[src/rtl/adc_rx_pkg.sv]
`timescale 1ns/1ps
package adc_rx_pkg;
  typedef struct packed {
    logic frameStart;
    logic sampleEn;
    logic frameEnd;
  } rxStrobe_t;

  typedef enum logic [1:0] {C_IDLE, C_WAIT, C_BURST} ctrlState_t;
  typedef enum logic [2:0] {R_IDLE, R_HUNT, R_HDR, R_DATA, R_DROP} rxState_t;
endpackage

[src/rtl/adc_rx_ctrl.sv]
`timescale 1ns/1ps
module adc_rx_ctrl
  import adc_rx_pkg::*;
#(
  parameter int RES_BITS    = 18,
  parameter int CONV_CYCLES = 10,
  parameter int OVR_W       = 8
) (
  input  logic             clk,
  input  logic             rstN,
  input  logic             echoMode,
  input  logic             convReq,
  output logic             cnvStrobe,
  output logic             sclk,
  output rxStrobe_t        strb,
  output logic [OVR_W-1:0] overrunCount
);
  localparam int CW = $clog2(CONV_CYCLES + 1);
  localparam int PW = $clog2(RES_BITS + 4);
  localparam logic [PW-1:0] LAST_SELF = PW'(RES_BITS + 2);
  localparam logic [PW-1:0] LAST_ECHO = PW'(RES_BITS - 1);

  ctrlState_t       state;
  logic [CW-1:0]    waitCnt;
  logic [PW-1:0]    pulseCnt;
  logic             lastPulse;

  assign lastPulse = (pulseCnt == (echoMode ? LAST_ECHO : LAST_SELF));

  always_ff @(posedge clk) begin
    if (!rstN) begin
      state        <= C_IDLE;
      waitCnt      <= '0;
      pulseCnt     <= '0;
      sclk         <= 1'b0;
      cnvStrobe    <= 1'b0;
      overrunCount <= '0;
    end else begin
      cnvStrobe <= 1'b0;
      case (state)
        C_IDLE: if (convReq) begin
          cnvStrobe <= 1'b1;
          waitCnt   <= CW'(CONV_CYCLES - 1);
          state     <= C_WAIT;
        end
        C_WAIT: if (waitCnt == '0) begin
          state    <= C_BURST;
          pulseCnt <= '0;
          sclk     <= 1'b0;
        end else begin
          waitCnt <= waitCnt - 1'b1;
        end
        C_BURST: begin
          sclk <= ~sclk;
          if (sclk) begin
            if (lastPulse) state <= C_IDLE;
            else           pulseCnt <= pulseCnt + 1'b1;
          end
        end
        default: state <= C_IDLE;
      endcase
      if (convReq && state != C_IDLE && overrunCount != '1)
        overrunCount <= overrunCount + 1'b1;
    end
  end

  always_comb begin
    strb.frameStart = (state == C_WAIT) && (waitCnt == '0);
    strb.sampleEn   = (state == C_BURST) && sclk;
    strb.frameEnd   = (state == C_BURST) && sclk && lastPulse;
  end
endmodule

[src/rtl/adc_rx_dpath.sv]
`timescale 1ns/1ps
module adc_rx_dpath
  import adc_rx_pkg::*;
#(
  parameter int RES_BITS   = 18,
  parameter int HUNT_LIMIT = 8
) (
  input  logic                clk,
  input  logic                rstN,
  input  logic                echoMode,
  input  logic                dataIn,
  input  logic                echoClkIn,
  input  rxStrobe_t           strb,
  output logic [RES_BITS-1:0] result,
  output logic                resultValid,
  output logic                syncError
);
  localparam int BW = $clog2(RES_BITS + 1);
  localparam int HW = $clog2(HUNT_LIMIT + 1);

  rxState_t            rxState;
  logic [RES_BITS-1:0] shiftReg;
  logic [BW-1:0]       bitCnt;
  logic [HW-1:0]       huntCnt;
  logic                prevZero;
  logic                echoQ;
  logic                bitTake;
  logic                completing;

  assign bitTake    = echoMode ? (echoClkIn & ~echoQ) : strb.sampleEn;
  assign completing = bitTake && (rxState == R_DATA) && (bitCnt == BW'(RES_BITS - 1));

  always_ff @(posedge clk) begin
    if (!rstN) begin
      rxState     <= R_IDLE;
      shiftReg    <= '0;
      bitCnt      <= '0;
      huntCnt     <= '0;
      prevZero    <= 1'b0;
      echoQ       <= 1'b0;
      result      <= '0;
      resultValid <= 1'b0;
      syncError   <= 1'b0;
    end else begin
      resultValid <= 1'b0;
      echoQ       <= echoClkIn;
      if (strb.frameStart) begin
        rxState  <= echoMode ? R_DATA : R_HUNT;
        bitCnt   <= '0;
        huntCnt  <= '0;
        prevZero <= 1'b0;
      end else begin
        case (rxState)
          R_HUNT: if (strb.sampleEn) begin
            if (dataIn && prevZero) begin
              rxState <= R_HDR;
            end else begin
              prevZero <= ~dataIn;
              if (huntCnt == HW'(HUNT_LIMIT - 1)) begin
                syncError <= 1'b1;
                rxState   <= R_DROP;
              end else begin
                huntCnt <= huntCnt + 1'b1;
              end
            end
          end
          R_HDR: if (strb.sampleEn) begin
            if (!dataIn) rxState <= R_DATA;
            else begin
              syncError <= 1'b1;
              rxState   <= R_DROP;
            end
          end
          R_DATA: if (bitTake) begin
            shiftReg <= {shiftReg[RES_BITS-2:0], dataIn};
            bitCnt   <= bitCnt + 1'b1;
            if (completing) begin
              result      <= {shiftReg[RES_BITS-2:0], dataIn};
              resultValid <= 1'b1;
              rxState     <= R_IDLE;
            end
          end
          default: ;
        endcase
        if (strb.frameEnd && !echoMode) begin
          rxState <= R_IDLE;
          if (!completing && (rxState == R_HUNT || rxState == R_HDR || rxState == R_DATA))
            syncError <= 1'b1;
        end
      end
    end
  end
endmodule

[src/rtl/adc_frame_rx.sv]
`timescale 1ns/1ps
module adc_frame_rx
  import adc_rx_pkg::*;
#(
  parameter int RES_BITS    = 18,
  parameter int CONV_CYCLES = 10,
  parameter int HUNT_LIMIT  = 8,
  parameter int OVR_W       = 8
) (
  input  logic                clk,
  input  logic                rstN,
  input  logic                echoMode,
  input  logic                convReq,
  input  logic                dataIn,
  input  logic                echoClkIn,
  output logic                cnvStrobe,
  output logic                sclk,
  output logic [RES_BITS-1:0] result,
  output logic                resultValid,
  output logic                syncError,
  output logic [OVR_W-1:0]    overrunCount
);
  rxStrobe_t strb;

  adc_rx_ctrl #(.RES_BITS(RES_BITS), .CONV_CYCLES(CONV_CYCLES), .OVR_W(OVR_W)) i_ctrl (
    .clk(clk), .rstN(rstN), .echoMode(echoMode), .convReq(convReq),
    .cnvStrobe(cnvStrobe), .sclk(sclk), .strb(strb), .overrunCount(overrunCount)
  );

  adc_rx_dpath #(.RES_BITS(RES_BITS), .HUNT_LIMIT(HUNT_LIMIT)) i_dpath (
    .clk(clk), .rstN(rstN), .echoMode(echoMode), .dataIn(dataIn),
    .echoClkIn(echoClkIn), .strb(strb), .result(result),
    .resultValid(resultValid), .syncError(syncError)
  );
endmodule

[config.mk]
export PLATFORM = sky130hd
export DESIGN_NAME = adc_frame_rx
export DESIGN_NICKNAME = d
export VERILOG_FILES = /design/src/rtl/adc_rx_pkg.sv /design/src/rtl/adc_rx_ctrl.sv /design/src/rtl/adc_rx_dpath.sv /design/src/rtl/adc_frame_rx.sv
export SDC_FILE = /design/constraint.sdc
export NUM_CORES = 1
export LEC_CHECK = 0
export ABC_AREA = 1
export BUFFER_PORTS_ARGS = -buffer_cell sky130_fd_sc_hd__buf_2
export CELL_PAD_IN_SITES_DETAIL_PLACEMENT = 0
export CELL_PAD_IN_SITES_GLOBAL_PLACEMENT = 2
export CORE_ASPECT_RATIO = 1.1
export CORE_MARGIN = 2
export CORE_UTILIZATION = 30
export DETAILED_ROUTE_END_ITERATION = 10
export GPL_TIMING_DRIVEN = 0
export PLACE_DENSITY = 0.73
export SYNTH_ARGS = -nofsm -noshare
export SYNTH_HDL_FRONTEND = slang
export SYNTH_HIERARCHICAL = 1
export SYNTH_SLANG_ARGS = --single-unit
[constraint.sdc]
create_clock -name clk -period 1.6 [get_ports clk]
set_clock_uncertainty 0.05 [all_clocks]
set_input_delay 0.4 -clock clk [delete_from_list [all_inputs] [get_ports clk]]
set_output_delay 0.4 -clock clk [all_outputs]
set_load 0.005 [all_outputs]
# Yosys cells after proc, flatten, opt, wreduce, memory -nomap -nowiden
# Cells that the tools add are included.
classes:
  bitwise_logic: 10
  n_eq_ne: 20
  n_addsub: 5
  reduce_logical: 33
  muxes: 37
op_table:
  columns: ["operator", "n"]
  rows:
  - ["$mux 3", 10]
  - ["$reduce_and 4->1", 4]
  - ["$mux 5", 3]
  - ["$mux 1", 11]
  - ["$add 5x1->5 const B", 2]
  - ["$logic_and 1x1->1", 10]
  - ["$mux 2", 5]
  - ["$pmux 5 s2", 1]
  - ["$not 1->1", 9]
  - ["$pmux 3 s3", 1]
  - ["$reduce_and 3->1", 3]
  - ["$add 8x1->8 const B", 1]
  - ["$mux 4", 2]
  - ["$ne 2x2->1 const B", 4]
  - ["$ne 4x2->1 const B", 2]
  - ["$ne 4x3->1 const B", 2]
  - ["$ne 8x8->1 const B", 1]
  - ["$pmux 4 s2", 1]
  - ["$eq 3x2->1 const B", 2]
  - ["$pmux 2 s3", 1]
  - ["$reduce_and 2->1", 3]
  - ["$reduce_and 6->1", 1]
  - ["$reduce_bool 2->1", 3]
  - ["$eq 5x5->1", 1]
  - ["18 further kinds", 22]
word_totals:
  word_cells: 120
  reg_bits: 72

# Longest topological paths before layout
depth:
  depth_word: 10
  ltp_mapped: 16
  mapped_depth_nobuf: 15

# Cells and area by module
# The synthesis kept the hierarchy.
by_module_without_submodules:
  columns: ["module", "seq_area_each_um2", "cells_per_inst", "n_inst", "area_each_um2"]
  rows:
  - ["adc_rx_dpath", 1021.0, 278, 1, 2172.1]
  - ["adc_rx_ctrl", 420.4, 177, 1, 1198.6]

# Least setup slack after synthesis
# No wires, ideal clock.
synth_timing:
  path_type: "reg2reg"
  startpoint: "reg i_ctrl.waitCnt[0]"
  endpoint: "reg i_dpath.rxState[1]"
  synth_period_minus_slack_ns: 1.702
  path_stages_with_launch: 14
  path_buffers: 0
  setup_ns: 0.113
  arrival_time_ns: 1.539
  t_required_ns: 1.437
  slack_ns: -0.102
  path_cell_list: "dfxtp_1 inv_1 ha_1 nand3_2 inv_1 inv_1 nand2_1 inv_1 nand3_1 nand2_1 inv_1 nand2_1 nor2_1 nor2_1"
synth_rtl:
  columns: ["item", "line", "text"]
  rows:
  - ["from (decl)", "adc_rx_ctrl.sv:24", "logic [CW-1:0] waitCnt;"]
  - ["from (signal assigned)", "adc_rx_ctrl.sv:43", "waitCnt <= CW'(CONV_CYCLES - 1);"]
  - ["from (signal assigned)", "adc_rx_ctrl.sv:51", "waitCnt <= waitCnt - 1'b1;"]
  - ["to (signal assigned)", "adc_rx_dpath.sv:48", "rxState <= echoMode ? R_DATA : R_HUNT;"]
  - ["to (decl)", "adc_rx_dpath.sv:21", "rxState_t rxState;"]

==> results by group <==
Outcome
  • Outcome: finished with violations
  • Failing checks: setup timing

Synth
  • Number of enable flip-flop cells after synthesis: 0
  • Synth warnings: 6
  • Count of distinct cell types in the synthesized netlist: 37
  • Commonest cells post-synth: nand2_1, dfxtp_1, nor2_1, inv_1, nand3_1
  • Top cell type's share of synthesized area: 42.8%
  • Synthesized netlist cell count: 455
  • Total of flip-flops plus latches after synthesis: 72
  • Cell types with the largest area share after synthesis: dfxtp_1, nand2_1, nor2_1
  • Cell taking the most area after synthesis: dfxtp_1
  • Number of nets produced by synthesis: 467
  • Fraction of the yosys area taken by sequential cells: 42.8%
  • Dominant synthesized flop cell: dfxtp_1
  • Synth async-reset ratio: 0%
  • Avg Inst Size Synth: 7.41 um2
  • Dominant cell by count in the synthesized netlist: nand2_1
  • Post-synthesis instance area: 3370 um2

STA
  • Tcrit/Tclk final: 101%
  • Minimum period implied by the final worst setup slack: 1.61 ns
  • Worst Hold Margin: 0.224 ns
  • Setup TNS after final layout: -0.0354 ns
  • Worst slew margin relative to its limit: 62.6%
  • Max-slew violation total from the final report: 0
  • Final hold violation count: 0
  • Actual slew at the worst max-slew pin: 0.561 ns
  • Worst-case setup margin in the final layout: -0.0118 ns
  • Final Setup Violations: 5
  • RSZ-0062 raised after global routing: yes
  • Achievable Freq: 620 MHz

Die
  • Number of standard-cell rows in the floorplan: 40
  • Top Ports: 36
  • Total core area: 11000 um2
  • Die ar.: 12100 um2
  • Die X: 105 um
  • Die Height: 115 um
  • Starting density of the core: 30.8%

Setup path
  • Required time reported for the critical path endpoint: 1.78 ns
  • Series of cell instances along the critical path: inv_4, nand2_4, clkinv_4, nand2_4, inv_4, nand2_4, nand2_4, nand3_4, nor2_8, clkinvlp_4, nor2_2, nor2_1
  • CP peak stage delay: 0.33 ns
  • Cell at the slowest stage of the critical path: dfxtp_2
  • Top cell by count, worst path: nand2_4
  • Maximum fanout encountered on the critical timing path: 8
  • Crit path launch type: flip-flop
  • Crit Path Category: flip-flop to flip-flop
  • Kind of end point of the critical path: flip-flop
  • CP Data Arrival Time: 1.79 ns

Route
  • Vias: 3054
  • First-pass detailed-route iteration total: 4
  • Vias/cell: 4.54
  • Residual DRC count: 0
  • Wirelength per Cell: 12.3 um
  • Post-route ant nets: 0
  • DRC violation total after the first TritonRoute iteration: 110
  • Final Routed Wirelength: 8.24 mm

Run
  • Max cap viols: 0

Clock network
  • Maximum root-to-sink buffer count: 2
  • Clock insertion delay at the later pin of the skew report: 0.34 ns
  • Number of H-tree branching levels: 3
  • CTS tree: done
  • Sinks on Clock Net: 72
  • Root Driver: clkbuf_16
  • TritonCTS Buffers: 9
  • Hold Buf Count CTS: 0
  • Clock-pin slew of the registers on the worst-case setup and hold paths: 0.06 ns

Finish
  • Area taken by multi-input logic gates: 1800 um2
  • Filler cell count in the final layout: 1151
  • Number of nets in the final layout: 533
  • Share of final-layout standard cells stronger than drive strength 1: 33.5%
  • Synthesis-to-layout area growth: 32.4%
  • Register area: 1460 um2
  • Final antenna diode count: 0

GRT
  • GRT Resource Usage Total: 14.4%
  • Antenna violations before repair: 0
  • Largest net degree at the start of global routing: 13
  • Vias in the first global route: 2887
  • Wire length of the first global-routing pass: 13.8 mm
  • Total gr overflow: 0

Power
  • Power consumption: 0.00493 W
  • Leakage power summed over all cells: 1.95 nW
  • Peak supply drop: 405 uV
  • Total power per unit cell area: 1100 nW/um2

Placement
  • Gp weighted congestion: 0.721
  • Worst slack after detailed placement: -0.359 ns
  • Port Buf Inserts: 35
  • Total half-perimeter wirelength after legalization and detailed placement: 5.63 mm

Worst hold path
  • Path class of the lowest-slack min-delay path: primary input to flip-flop
[metrics by stage]
stage	area, um2	utilization (%)	std cells
floorplan	3380	-	455
global placement	3740	34.1	637
detailed placement	3740	34.1	637
CTS	4290	39.1	666
global route	4460	40.7	672
finish	4460	40.7	672
[where the power goes]
part	internal [W]	switching [W]
registers	0.00190	0.0000913
logic	0.000339	0.000581
clock network	0.00124	0.000781
total	0.00347	0.00145
[routing by layer]
| layer | vias up | global-route usage [%] | wire, um |
|---|---|---|---|
| met5 | - | 0 | 0 |
| met4 | 0 | 7.47 | 167 |
| met3 | 13 | 2.72 | 215 |
| met2 | 37 | 24.0 | 3940 |
| met1 | 1402 | 17.7 | 3920 |
| li1 | 1602 | - | - |
[worst max-delay path: cells and delay by family (launching register included)]
kind                   cells  cell delay, ns
AND/OR/NAND/NOR            8            0.71
flip-flops                 1            0.33
buffers and inverters      4            0.40
[worst paths after layout]
path,startpoint,to,slack [ns],depth (start not counted)
setup / recovery,i_ctrl/state[0],i_dpath/result[1],-0.01,12
hold / removal,echoClkIn,i_dpath/echoQ,0.22,3
setup reg to reg,i_ctrl/state[0],i_dpath/result[1],-0.01,12
hold reg to reg,i_dpath/prevZero,i_dpath/prevZero,0.41,1
[placed cells by master (no fill, tap or decap), types with 11 or more instances in the layout]
master / instances
a21oi_1: 38
nor2_2: 15
inv_1: 42
nand3_1: 36
buf_2: 35
dfxtp_1: 63
nand2_2: 11
nor2_1: 43
o21ai_0: 22
buf_4: 18
nand2_1: 67
o21ai_1: 12
inv_2: 14
[sequential cells by signal, summed over array words and instances, names as in the netlist, 2 cells and up]
name	count
i_dpath/huntCnt	4
i_ctrl/overrunCount	8
i_ctrl/state	2
i_dpath/rxState	3
i_dpath/bitCnt	5
i_dpath/result	18
i_ctrl/pulseCnt	5
i_dpath/shiftReg	17
i_ctrl/waitCnt	4
[repair_timing]
item                       in CTS  in global routing
setup endpoints to repair      48                 33
setup buffers                  15                  6
pin swaps                      22                 17
gates resized for setup        48                 43
[cells by family (layout without fill, tap and decap cells)]
logic type / after synthesis / in the layout / synth area share [%]
flops: 72 / 72 / 42.8
compound gates: 86 / 86 / 14.1
simple gates: 209 / 209 / 29.5
xor+xnor: 6 / 6 / 1.56
buf+inv: 76 / 146 / 9.87
fa+ha+maj: 6 / 6 / 2.23
[final cells by class]
class | instances | share of cell area, %
Inverter | 63 | 5.83
Timing Repair Buffer | 56 | 8.27
Sequential cell | 72 | 32.6
Clock inverter | 5 | 1.29
Clock buffer | 10 | 5.35
Buffer | 12 | 2.24
Tap cell | 147 | 4.12
Multi-Input combinational cell | 307 | 40.3
Power figures use the tool's default switching activity.
